**src/rtl/lsm_pkg.sv**
```systemverilog
// Package lsm_pkg: shared constants for the load/store-multiple sequencer.
// Assumes a word-addressed transfer of four bytes per register.
package lsm_pkg;
    localparam int WORD_BYTES = 4;

    typedef enum logic [1:0] {
        ST_IDLE = 2'd0,
        ST_XFER = 2'd1,
        ST_FIN  = 2'd2
    } lsm_state_e;
endpackage

```
**src/rtl/lsm_popcount.sv**
```systemverilog
// lsm_popcount: counts the set bits of a vector.
// Assumes CW is wide enough to hold W.
module lsm_popcount #(
    parameter int W  = 16,
    parameter int CW = $clog2(W + 1)
) (
    input  logic [W-1:0]  vec,
    output logic [CW-1:0] cnt
);
    // Sum the bits one by one.
    always_comb begin
        cnt = '0;
        for (int i = 0; i < W; i++) begin
            cnt = cnt + CW'(vec[i]);
        end
    end
endmodule

```
**src/rtl/lsm_lowest_pick.sv**
```systemverilog
// lsm_lowest_pick: priority encoder returning the lowest set bit index.
// Assumes idx is meaningless when any is low.
module lsm_lowest_pick #(
    parameter int W  = 16,
    parameter int IW = $clog2(W)
) (
    input  logic [W-1:0]  vec,
    output logic [IW-1:0] idx,
    output logic          any
);
    // Scan from the top so the lowest set bit wins.
    always_comb begin
        idx = '0;
        any = 1'b0;
        for (int i = W - 1; i >= 0; i--) begin
            if (vec[i]) begin
                idx = IW'(i);
                any = 1'b1;
            end
        end
    end
endmodule

```
**src/rtl/lsm_load_fmt.sv**
```systemverilog
// lsm_load_fmt: shapes a loaded word for the register file and raises the
// program-counter side strobes. Assumes the caller gates the strobes with
// an accepted load access.
module lsm_load_fmt #(
    parameter int XLEN = 32
) (
    input  logic [XLEN-1:0] rdata,
    input  logic            newer,
    input  logic            is_pc,
    input  logic            user,
    output logic [XLEN-1:0] wr_data,
    output logic            tstate_en,
    output logic            tstate_v,
    output logic            refill,
    output logic            restore
);
    localparam logic [XLEN-1:0] MASK_OLD = XLEN'(3);
    localparam logic [XLEN-1:0] MASK_NEW = XLEN'(1);

    // Mask the low bits on a program-counter load; pass other words through.
    always_comb begin
        if (is_pc) begin
            wr_data = newer ? (rdata & ~MASK_NEW) : (rdata & ~MASK_OLD);
        end else begin
            wr_data = rdata;
        end
        tstate_en = is_pc && newer;
        tstate_v  = rdata[0];
        refill    = is_pc;
        restore   = is_pc && user;
    end
endmodule

```
**src/rtl/lsm_store_pick.sv**
```systemverilog
// lsm_store_pick: forms the store word, applying the base-conflict value or
// the program-counter offset. Assumes conflict is only raised when the
// current register is the base on a writeback store.
module lsm_store_pick #(
    parameter int XLEN = 32
) (
    input  logic [XLEN-1:0] rd_data,
    input  logic            is_pc,
    input  logic            conflict,
    input  logic            keep_old,
    input  logic [XLEN-1:0] old_base,
    input  logic [XLEN-1:0] new_base,
    output logic [XLEN-1:0] wdata
);
    localparam logic [XLEN-1:0] PC_AHEAD = XLEN'(4);

    // Choose between the base values and the register read.
    always_comb begin
        if (conflict) begin
            wdata = keep_old ? old_base : new_base;
        end else begin
            wdata = rd_data + (is_pc ? PC_AHEAD : '0);
        end
    end
endmodule

```
**src/rtl/lsm_sequencer.sv**
```systemverilog
// lsm_sequencer: sequences a multi-register load or store, one word access
// per accepted cycle, and decides the base writeback. Assumes a register
// read port that answers combinationally for xfer_idx/xfer_user, and that
// mem_rdata is valid whenever mem_valid and mem_ready are both high.
module lsm_sequencer #(
    parameter int XLEN = 32,
    parameter int NREG = 16
) (
    input  logic                    clk,
    input  logic                    rst_n,
    input  logic                    start_valid,
    output logic                    start_ready,
    input  logic [NREG-1:0]         list_in,
    input  logic [$clog2(NREG)-1:0] base_idx,
    input  logic [XLEN-1:0]         base_val,
    input  logic                    pre_idx,
    input  logic                    up_dir,
    input  logic                    wback,
    input  logic                    is_load,
    input  logic                    user_bank,
    input  logic                    newer_var,
    output logic                    mem_valid,
    input  logic                    mem_ready,
    output logic                    mem_write,
    output logic [XLEN-1:0]         mem_addr,
    output logic [XLEN-1:0]         mem_wdata,
    input  logic [XLEN-1:0]         mem_rdata,
    output logic [$clog2(NREG)-1:0] xfer_idx,
    output logic                    xfer_user,
    input  logic [XLEN-1:0]         reg_rd_data,
    output logic                    reg_wr_en,
    output logic [XLEN-1:0]         reg_wr_data,
    output logic                    base_wr_en,
    output logic [XLEN-1:0]         base_wr_data,
    output logic                    pc_refill,
    output logic                    tstate_wr_en,
    output logic                    tstate_val,
    output logic                    status_restore,
    output logic                    done
);
    import lsm_pkg::*;

    localparam int IDXW = $clog2(NREG);
    localparam int CNTW = $clog2(NREG + 1);
    localparam int PC   = NREG - 1;
    localparam logic [XLEN-1:0] STEP = XLEN'(WORD_BYTES);

    // Registered operation state.
    lsm_state_e      state_q;
    logic [NREG-1:0] pend_q;
    logic [NREG-1:0] list_q;
    logic [IDXW-1:0] base_idx_q;
    logic [XLEN-1:0] addr_q;
    logic [XLEN-1:0] old_base_q;
    logic [XLEN-1:0] new_base_q;
    logic            load_q;
    logic            user_q;
    logic            newer_q;
    logic            first_q;
    logic            wr_at_first_q;
    logic            wr_at_fin_q;

    // Start-time decode.
    logic [CNTW-1:0] cnt;
    logic            list_empty;
    logic [XLEN-1:0] span;
    logic [XLEN-1:0] first_addr;
    logic [XLEN-1:0] next_base;
    logic [NREG-1:0] eff_list;
    logic [NREG-1:0] list_shift;
    logic            base_in_list;
    logic            base_only;
    logic            base_has_higher;
    logic            fin_wr;
    logic            first_wr;
    logic            start_hs;

    // Transfer-time signals.
    logic [IDXW-1:0] cur_idx;
    logic            cur_any;
    logic            hs;
    logic [NREG-1:0] pend_next;
    logic            cur_is_pc;
    logic            conflict;
    logic            fmt_tstate_en;
    logic            fmt_refill;
    logic            fmt_restore;

    lsm_popcount #(.W(NREG), .CW(CNTW)) u_count (
        .vec (list_in),
        .cnt (cnt)
    );

    lsm_lowest_pick #(.W(NREG), .IW(IDXW)) u_pick (
        .vec (pend_q),
        .idx (cur_idx),
        .any (cur_any)
    );

    // Address span, first address, new base and effective list at start.
    always_comb begin
        list_empty = (list_in == '0);
        span       = (list_empty ? XLEN'(NREG) : XLEN'(cnt)) * STEP;
        if (up_dir) begin
            first_addr = base_val + (pre_idx ? STEP : '0);
            next_base  = base_val + span;
        end else begin
            first_addr = base_val - span + (pre_idx ? '0 : STEP);
            next_base  = base_val - span;
        end
        if (list_empty) begin
            eff_list = newer_var ? '0 : (NREG'(1) << PC);
        end else begin
            eff_list = list_in;
        end
    end

    // Base writeback decision taken once at start.
    always_comb begin
        list_shift      = list_in >> base_idx;
        base_in_list    = list_shift[0];
        base_only       = (list_in == (NREG'(1) << base_idx));
        base_has_higher = ((list_shift >> 1) != '0);
        first_wr        = !is_load && wback && !list_empty;
        if (list_empty) begin
            fin_wr = 1'b1;
        end else if (is_load && wback) begin
            if (!base_in_list) begin
                fin_wr = 1'b1;
            end else begin
                fin_wr = newer_var && (base_only || base_has_higher);
            end
        end else begin
            fin_wr = 1'b0;
        end
    end

    // Handshake and pending-list update.
    always_comb begin
        start_ready = (state_q == ST_IDLE);
        start_hs    = start_ready && start_valid;
        mem_valid   = (state_q == ST_XFER) && cur_any;
        hs          = mem_valid && mem_ready;
        pend_next   = pend_q & ~(NREG'(1) << cur_idx);
        cur_is_pc   = (cur_idx == IDXW'(PC));
        conflict    = wr_at_first_q && !user_q && (cur_idx == base_idx_q);
    end

    // Operation state machine and address stepping.
    always_ff @(posedge clk) begin
        if (!rst_n) begin
            state_q       <= ST_IDLE;
            pend_q        <= '0;
            list_q        <= '0;
            base_idx_q    <= '0;
            addr_q        <= '0;
            old_base_q    <= '0;
            new_base_q    <= '0;
            load_q        <= 1'b0;
            user_q        <= 1'b0;
            newer_q       <= 1'b0;
            first_q       <= 1'b0;
            wr_at_first_q <= 1'b0;
            wr_at_fin_q   <= 1'b0;
        end else begin
            case (state_q)
                ST_IDLE: begin
                    if (start_hs) begin
                        pend_q        <= eff_list;
                        list_q        <= eff_list;
                        base_idx_q    <= base_idx;
                        addr_q        <= first_addr;
                        old_base_q    <= base_val;
                        new_base_q    <= next_base;
                        load_q        <= is_load;
                        user_q        <= user_bank;
                        newer_q       <= newer_var;
                        first_q       <= 1'b1;
                        wr_at_first_q <= first_wr;
                        wr_at_fin_q   <= fin_wr;
                        state_q       <= (eff_list == '0) ? ST_FIN : ST_XFER;
                    end
                end
                ST_XFER: begin
                    if (hs) begin
                        pend_q  <= pend_next;
                        addr_q  <= addr_q + STEP;
                        first_q <= 1'b0;
                        if (pend_next == '0) begin
                            state_q <= ST_FIN;
                        end
                    end
                end
                default: begin
                    state_q <= ST_IDLE;
                end
            endcase
        end
    end

    lsm_store_pick #(.XLEN(XLEN)) u_store (
        .rd_data  (reg_rd_data),
        .is_pc    (cur_is_pc),
        .conflict (conflict),
        .keep_old (newer_q || first_q),
        .old_base (old_base_q),
        .new_base (new_base_q),
        .wdata    (mem_wdata)
    );

    lsm_load_fmt #(.XLEN(XLEN)) u_load (
        .rdata     (mem_rdata),
        .newer     (newer_q),
        .is_pc     (cur_is_pc),
        .user      (user_q),
        .wr_data   (reg_wr_data),
        .tstate_en (fmt_tstate_en),
        .tstate_v  (tstate_val),
        .refill    (fmt_refill),
        .restore   (fmt_restore)
    );

    // Drive the access, bank, strobe and writeback outputs.
    always_comb begin
        mem_addr       = addr_q;
        mem_write      = mem_valid && !load_q;
        xfer_idx       = cur_idx;
        xfer_user      = load_q ? (user_q && !list_q[PC]) : user_q;
        reg_wr_en      = hs && load_q;
        pc_refill      = reg_wr_en && fmt_refill;
        tstate_wr_en   = reg_wr_en && fmt_tstate_en;
        status_restore = reg_wr_en && fmt_restore;
        done           = (state_q == ST_FIN);
        base_wr_data   = new_base_q;
        base_wr_en     = (done && wr_at_fin_q) || (hs && first_q && wr_at_first_q);
    end
endmodule

```
**config.mk**
```make
export PLATFORM = sky130hd
export DESIGN_NAME = lsm_sequencer
export DESIGN_NICKNAME = d
export VERILOG_FILES = /design/src/rtl/lsm_pkg.sv /design/src/rtl/lsm_popcount.sv /design/src/rtl/lsm_lowest_pick.sv /design/src/rtl/lsm_load_fmt.sv /design/src/rtl/lsm_store_pick.sv /design/src/rtl/lsm_sequencer.sv
export SDC_FILE = /design/constraint.sdc
export NUM_CORES = 1
export LEC_CHECK = 0
export CORE_MARGIN = 4
export CORE_UTILIZATION = 52
export CTS_BUF_LIST = sky130_fd_sc_hd__clkbuf_4 sky130_fd_sc_hd__clkbuf_8 sky130_fd_sc_hd__clkbuf_16
export DETAILED_ROUTE_END_ITERATION = 8
export PLACE_DENSITY = 0.81
export SLEW_MARGIN = 20
export SYNTH_ARGS = -nofsm -noshare
export SYNTH_HDL_FRONTEND = slang
export SYNTH_SLANG_ARGS = --single-unit
```
**constraint.sdc**
```tcl
create_clock -name clk -period 9.6 [get_ports clk]
set_input_delay 1.92 -clock clk [delete_from_list [all_inputs] [get_ports clk]]
set_output_delay 1.92 -clock clk [all_outputs]
set_load 0.01 [all_outputs]
```
# Word-level counts from Yosys, hierarchy flattened
# Index checks and enable logic that the tools add are counted.
# Widths: inputs -> output; s select.
word_totals:
  ff_bits: 140
  inputBits: 126
  output_inout_bits: 143
  word_cells: 146
op_classes:
  add_sub_neg: 21
  n_eq_ne: 8
  shift: 3
  n_mux: 62
  n_bitwise: 2
  reduce_logical: 37
ops:
  columns: ["cell", "count"]
  rows:
  - ["$mux 32", 6]
  - ["$add 5x1->5", 14]
  - ["$add 32x3->32", 2]
  - ["$mux 16", 4]
  - ["$mux 4", 16]
  - ["$pmux 32 s2", 1]
  - ["$logic_not 16->1", 3]
  - ["$add 32x3->32 const B", 1]
  - ["$add 32x32->32", 1]
  - ["$add 32x7->32", 1]
  - ["$pmux 16 s2", 1]
  - ["$shl 1x4->16 const A", 2]
  - ["$sub 32x7->32", 1]
  - ["$mux 1", 22]
  - ["$logic_and 1x1->1", 20]
  - ["$and 16x16->16", 1]
  - ["$eq 16x16->1", 1]
  - ["$not 16->16", 1]
  - ["$reduce_bool 16->1", 1]
  - ["$shr 16x4->16", 1]
  - ["$mux 2", 6]
  - ["$mux 3", 3]
  - ["$reduce_and 3->1", 2]
  - ["$logic_not 1->1", 5]
  - ["14 further kinds", 17]

# Longest topological paths before layout
depth:
  ltp_word: 23
  mapped_depth: 28
  mapped_depth_nobuf: 25

# Hierarchy
# A second synthesis with hierarchy kept.
unflattened:
  cells_unflattened: 1705
  area_unflattened_um2: 11980.2
by_module_without_submodules:
  columns: ["module", "n_inst", "cells_each", "area_each_um2", "seq_area_each_um2"]
  rows:
  - ["lsm_sequencer", 1, 1374, 9714.3, 2462.4]
  - ["lsm_store_pick", 1, 214, 1405.1, 0.0]
  - ["lsm_popcount", 1, 47, 407.9, 0.0]
  - ["lsm_load_fmt", 1, 37, 274.0, 0.0]
  - ["lsm_lowest_pick", 1, 33, 178.9, 0.0]

# Worst setup path after synthesis
# OpenSTA, ideal clock, no wires.
synth_timing:
  path_type: "input-to-reg"
  start: "in list_in[0]"
  end: "reg addr_q[30] (netlist: mem_addr[30])"
  setup_ps: 131
  arrival_time_ps: 7918
  required_ps: 9469
  setup_slack_ps: 1550
  cell_stages: 23
  n_path_buf: 2
  cell_sequence: "inv_1 ha_1 inv_1 fa_1 fa_1 fa_1 fa_1 fa_1 fa_1 xnor2_1 nand2_1 ha_1 buf_6 or2_4 o211a_4 buf_6 or4_4 mux2_4 o22ai_4 nand3_4 or4_1 nand3_1 a31oi_1"
synth_via:
  elab_chain_cells: 21
  elab_cells_between_ends: 22
  cone_classes: "add/sub: 17; mux: 4; reduce/logical: 1"
synth_rtl:
  columns: ["element", "line", "source"]
  rows:
  - ["from (decl)", "lsm_sequencer.sv:13", "input logic [NREG-1:0] list_in,"]
  - ["$add 1x1->2", "lsm_popcount.sv:14", "cnt = cnt + CW'(vec[i]);"]
  - ["$add 5x1->5 (14 in a row)", "lsm_popcount.sv:14", null]
  - ["$mux 5 (*)", "lsm_sequencer.sv:103", "span = (list_empty ? XLEN'(NREG) : XLEN'(cnt)) * STEP;"]
  - ["$sub 32x7->32 (*)", "lsm_sequencer.sv:108", "first_addr = base_val - span + (pre_idx ? '0 : STEP);"]
  - ["$add 32x3->32 (*)", "lsm_sequencer.sv:108", null]
  - ["$mux 32 (*)", "lsm_sequencer.sv:104", "if (up_dir) begin"]
  - ["$mux 32 (*)", "lsm_sequencer.sv:168", "if (start_hs) begin"]
  - ["$pmux 32 s2 (*)", "lsm_sequencer.sv:166", "case (state_q)"]
  - ["to (signal assigned)", "lsm_sequencer.sv:172", "addr_q <= first_addr;"]
  - ["to (signal assigned)", "lsm_sequencer.sv:187", "addr_q <= addr_q + STEP;"]
  - ["to (decl)", "lsm_sequencer.sv:53", "logic [XLEN-1:0] addr_q;"]
# Mark *: on every way between the ends. The rest lies on a longest branch, timed or not. The select of a mux whose other input is x is not followed.
# A chain may end at the register's enable or synchronous reset.

# Worst setup path in the final report
# Ends and elaborated chain as after synthesis.

==> metrics.md <==
| Metric | Value |
|---|---|
| Status | `complete, no violations` |
| Asr flop ratio synth | `0%` |
| Syn-to-layout area delta | `22.2%` |
| Final Hold Fails | `0` |
| # H-tree levels | `4` |
| Setup tns final | `0 ns` |
| Worst Hold End | `old_base_q[22]` |
| Post-route minimum period | `8.93 ns` |
| Die height | `158 um` |
| DR vias | `13.1k` |
| DRT antenna net count | `0` |
| Hold WS | `0.452 ns` |
| Worst R2R Start | `pend_q[0]` |
| Synth Warn # | `0` |
| 1st-iter DRT viols | `1247` |
| CP Launch Point | `list_in[0]` |
| Largest net degree at the start of global routing | `81` |
| Layout Cells excl Fill | `2074` |
| Setup Skew | `0.0101 ns` |
| Yosys reg bits | `123` |
| Clock sink total | `123` |
| Synthesized area | `11700 um^2` |
| CTS tree | `done` |
| Drt first pass iters | `6` |
| Hold path depth | `2` |
| CTS resizes | `0` |
| First-pass GRT wire length | `66200 um` |
| Post-DP Area | `13600 um^2` |
| Die Wd | `158 um` |
| Number of port buffers | `208` |
| Peak supply drop | `0.217 mV` |
| Post-Route WL | `43200 um` |
| Ports | `269` |
| Fillers | `1995` |
| DRC violations left | `0` |
| Total power | `2.70 mW` |
| Top-area cell type share of the netlist area | `21.0%` |
| # setup viols final | `0` |
| R2r setup slk | `6.24 ns` |
| R2R Path End | `mem_addr[19]` |
| Synth area leader | `dfxtp_1` |
| Most common cell after layout, fill and taps aside | `nand2_1` |
| Worst slew pin tran | `1.03 ns` |
| Clk pin slew, worst setup/hold paths | `0.06 ns` |
| # rows | `54` |
| Final #Nets | `1944` |
| FF-to-FF path depth | `9` |
| Placer Congestion | `0.928` |
| Vias per cell | `6.30` |
| Critical Path Fanout Max | `12` |
| Initial Util | `53.3%` |
| Unrepaired setup endpoints after global routing | `no` |
| Setup ws final | `0.666 ns` |
| Max-cap violation count | `0` |
| Required time of the critical path | `9.88 ns` |
| Hold path startpoint | `old_base_q[22]` |
| Commonest non-fill, non-tap cells in the layout | `266 x nand2_1, 207 x clkdlybuf4s50_1, 169 x a21oi_1` |
| Max Buffers Root-to-Sink | `2` |
| GRT Overall Usage | `33.5%` |
| CTS root buffer | `clkbuf_16` |
| Post-CTS Hold Fix Bufs | `0` |
| Final instance area | `14300 um^2` |
| Final core occ | `65.1%` |
| TritonCTS Buffers | `17` |
| Core Region | `22000 um^2` |
| Mapped Cells | `1674` |
| Initial antenna violation count | `0` |
| Post-synth EDFFs | `0` |
| Placed insts | `2042` |
| Avg Synthesized Cell Area | `6.99 um^2` |
| Rel. slew slack | `31.0%` |
| DIE AREA | `25000 um^2` |
| DP Worst Slack | `0.275 ns` |
| Seq/Total Area, Yosys | `21.0%` |
| FMAX | `112 MHz` |
| Diode count | `0` |
| CP endpoint kind | `flip-flop` |
| Hold/Removal Path Class | `reg2reg` |
| Top FF cell, synth | `dfxtp_1` |
| Final Cycle Share | `93.1%` |
| Pwr dens | `189 nW/um^2` |
| Post-DP HPWL | `32400 um` |
| Lkg Pwr | `5.23 nW` |
| Clk_lat worst skew | `0.42 ns` |
| Area contributors post-synth | `dfxtp_1 21%, nand2_1 8.6%, a21oi_1 7.2%, xnor2_1 5.0%, o21ai_0 4.0%` |
| Startpoint Class | `primary input` |
| WP data arrival | `9.22 ns` |
| Vias in the first global route | `12.0k` |
| Crit path kind | `in2reg` |
| Setup bufs post-CTS | `0` |
| Wire length per cell | `20.8 um` |
| Syn Nets | `1837` |
| GRT overflow | `0` |
| Unique masters post-synth | `92` |
| Fin. max-slew vios | `0` |
| Layout cell share with drive strength beyond 1 | `6.63%` |
-- layer usage --
| metal | GRT usage, % | wire length [um] |
|---|---|---|
| met2 | 50.4 | 18900 |
| met5 | 0 | 0 |
| met4 | 11.3 | 1260 |
| met1 | 47.4 | 18700 |
| met3 | 7.68 | 4290 |
-- critical path, cell delays in order --
cell,delay [ns]
clkdlybuf4s50_1,0.59
inv_1,0.11
ha_1,0.31
inv_1,0.07
fa_1,0.43
fa_1,0.49
fa_1,0.53
fa_1,0.42
fa_1,0.41
fa_1,0.44
nand2b_1,0.25
fa_1,0.49
a211oi_2,0.39
o21ai_1,0.41
or4_4,0.68
nor2_2,0.22
and3_1,0.21
xnor2_1,0.12
or4_1,0.54
nand3_1,0.09
a31oi_1,0.08
-- where the power goes --
group          switching, mW  total [mW]  internal, mW  leakage (nW)
clock network          0.276       0.724         0.448         0.310
logic                  0.799        1.34         0.540          3.91
registers             0.0662       0.635         0.569          1.01
-- worst max path at each step --
stage | end | slack, ns | cells past startpoint
floorplan | mem_addr[30] | 1.55 | 23
global placement | mem_addr[30] | 0.40 | 21
detailed placement | mem_addr[30] | 0.28 | 21
CTS | mem_addr[30] | 0.73 | 21
global route | mem_addr[27] | 0.14 | 23
finish | mem_addr[30] | 0.67 | 21
-- state kept, by name, indices dropped and copies added (netlist names) --
register	flops
wr_at_fin_q	1
load_q	1
first_q	1
old_base_q	32
wr_at_first_q	1
list_q	1
newer_q	1
user_q	1
base_idx_q	4
base_wr_data	30
state_q	2
pend_q	16
mem_addr	32
-- final cells by class --
class,count,area (um^2),area share [%]
well taps,280,350,2.45
inverters,54,203,1.42
clock buffers,18,439,3.07
multi-input cells,1345,8310,58.2
repair buffers,240,2320,16.2
flip-flops and latches,123,2460,17.2
clock inverters,14,208,1.45
-- Yosys cell counts, drive strengths merged, types with 5 or more instances --
| cell | n |
|---|---|
| fa | 12 |
| a2111oi | 10 |
| nand3 | 65 |
| and3 | 28 |
| xnor2 | 67 |
| a21boi | 5 |
| o22ai | 12 |
| o211ai | 18 |
| a22oi | 8 |
| ha | 25 |
| nand4 | 22 |
| a31oi | 20 |
| and2 | 18 |
| clkbuf | 96 |
| o31ai | 14 |
| or4 | 6 |
| buf | 56 |
| xor2 | 49 |
| o221ai | 8 |
| nor3 | 36 |
| or2 | 10 |
| dfxtp | 123 |
| or3 | 16 |
| a21oi | 169 |
| o21bai | 7 |
| mux2 | 7 |
| nand3b | 5 |
| nor2b | 41 |
| nand2 | 269 |
| o21ai | 98 |
| a211oi | 32 |
| nor4 | 27 |
| o21a | 7 |
| a21o | 6 |
| inv | 53 |
| nand2b | 16 |
| mux2i | 24 |
| nor2 | 119 |
-- logic make-up (layout without fill, tap and decap cells) --
logic type / count (synthesis) / in the layout / share of synthesized area [%]
simple gates: 695 / 695 / 29.0
compound gates: 463 / 463 / 25.1
buf+inv: 206 / 326 / 8.08
flops: 123 / 123 / 21.0
xor+xnor: 116 / 116 / 8.68
fa+ha+maj: 37 / 37 / 4.73
mux: 34 / 34 / 3.34
Note: power is estimated with default switching activity, not from simulation.
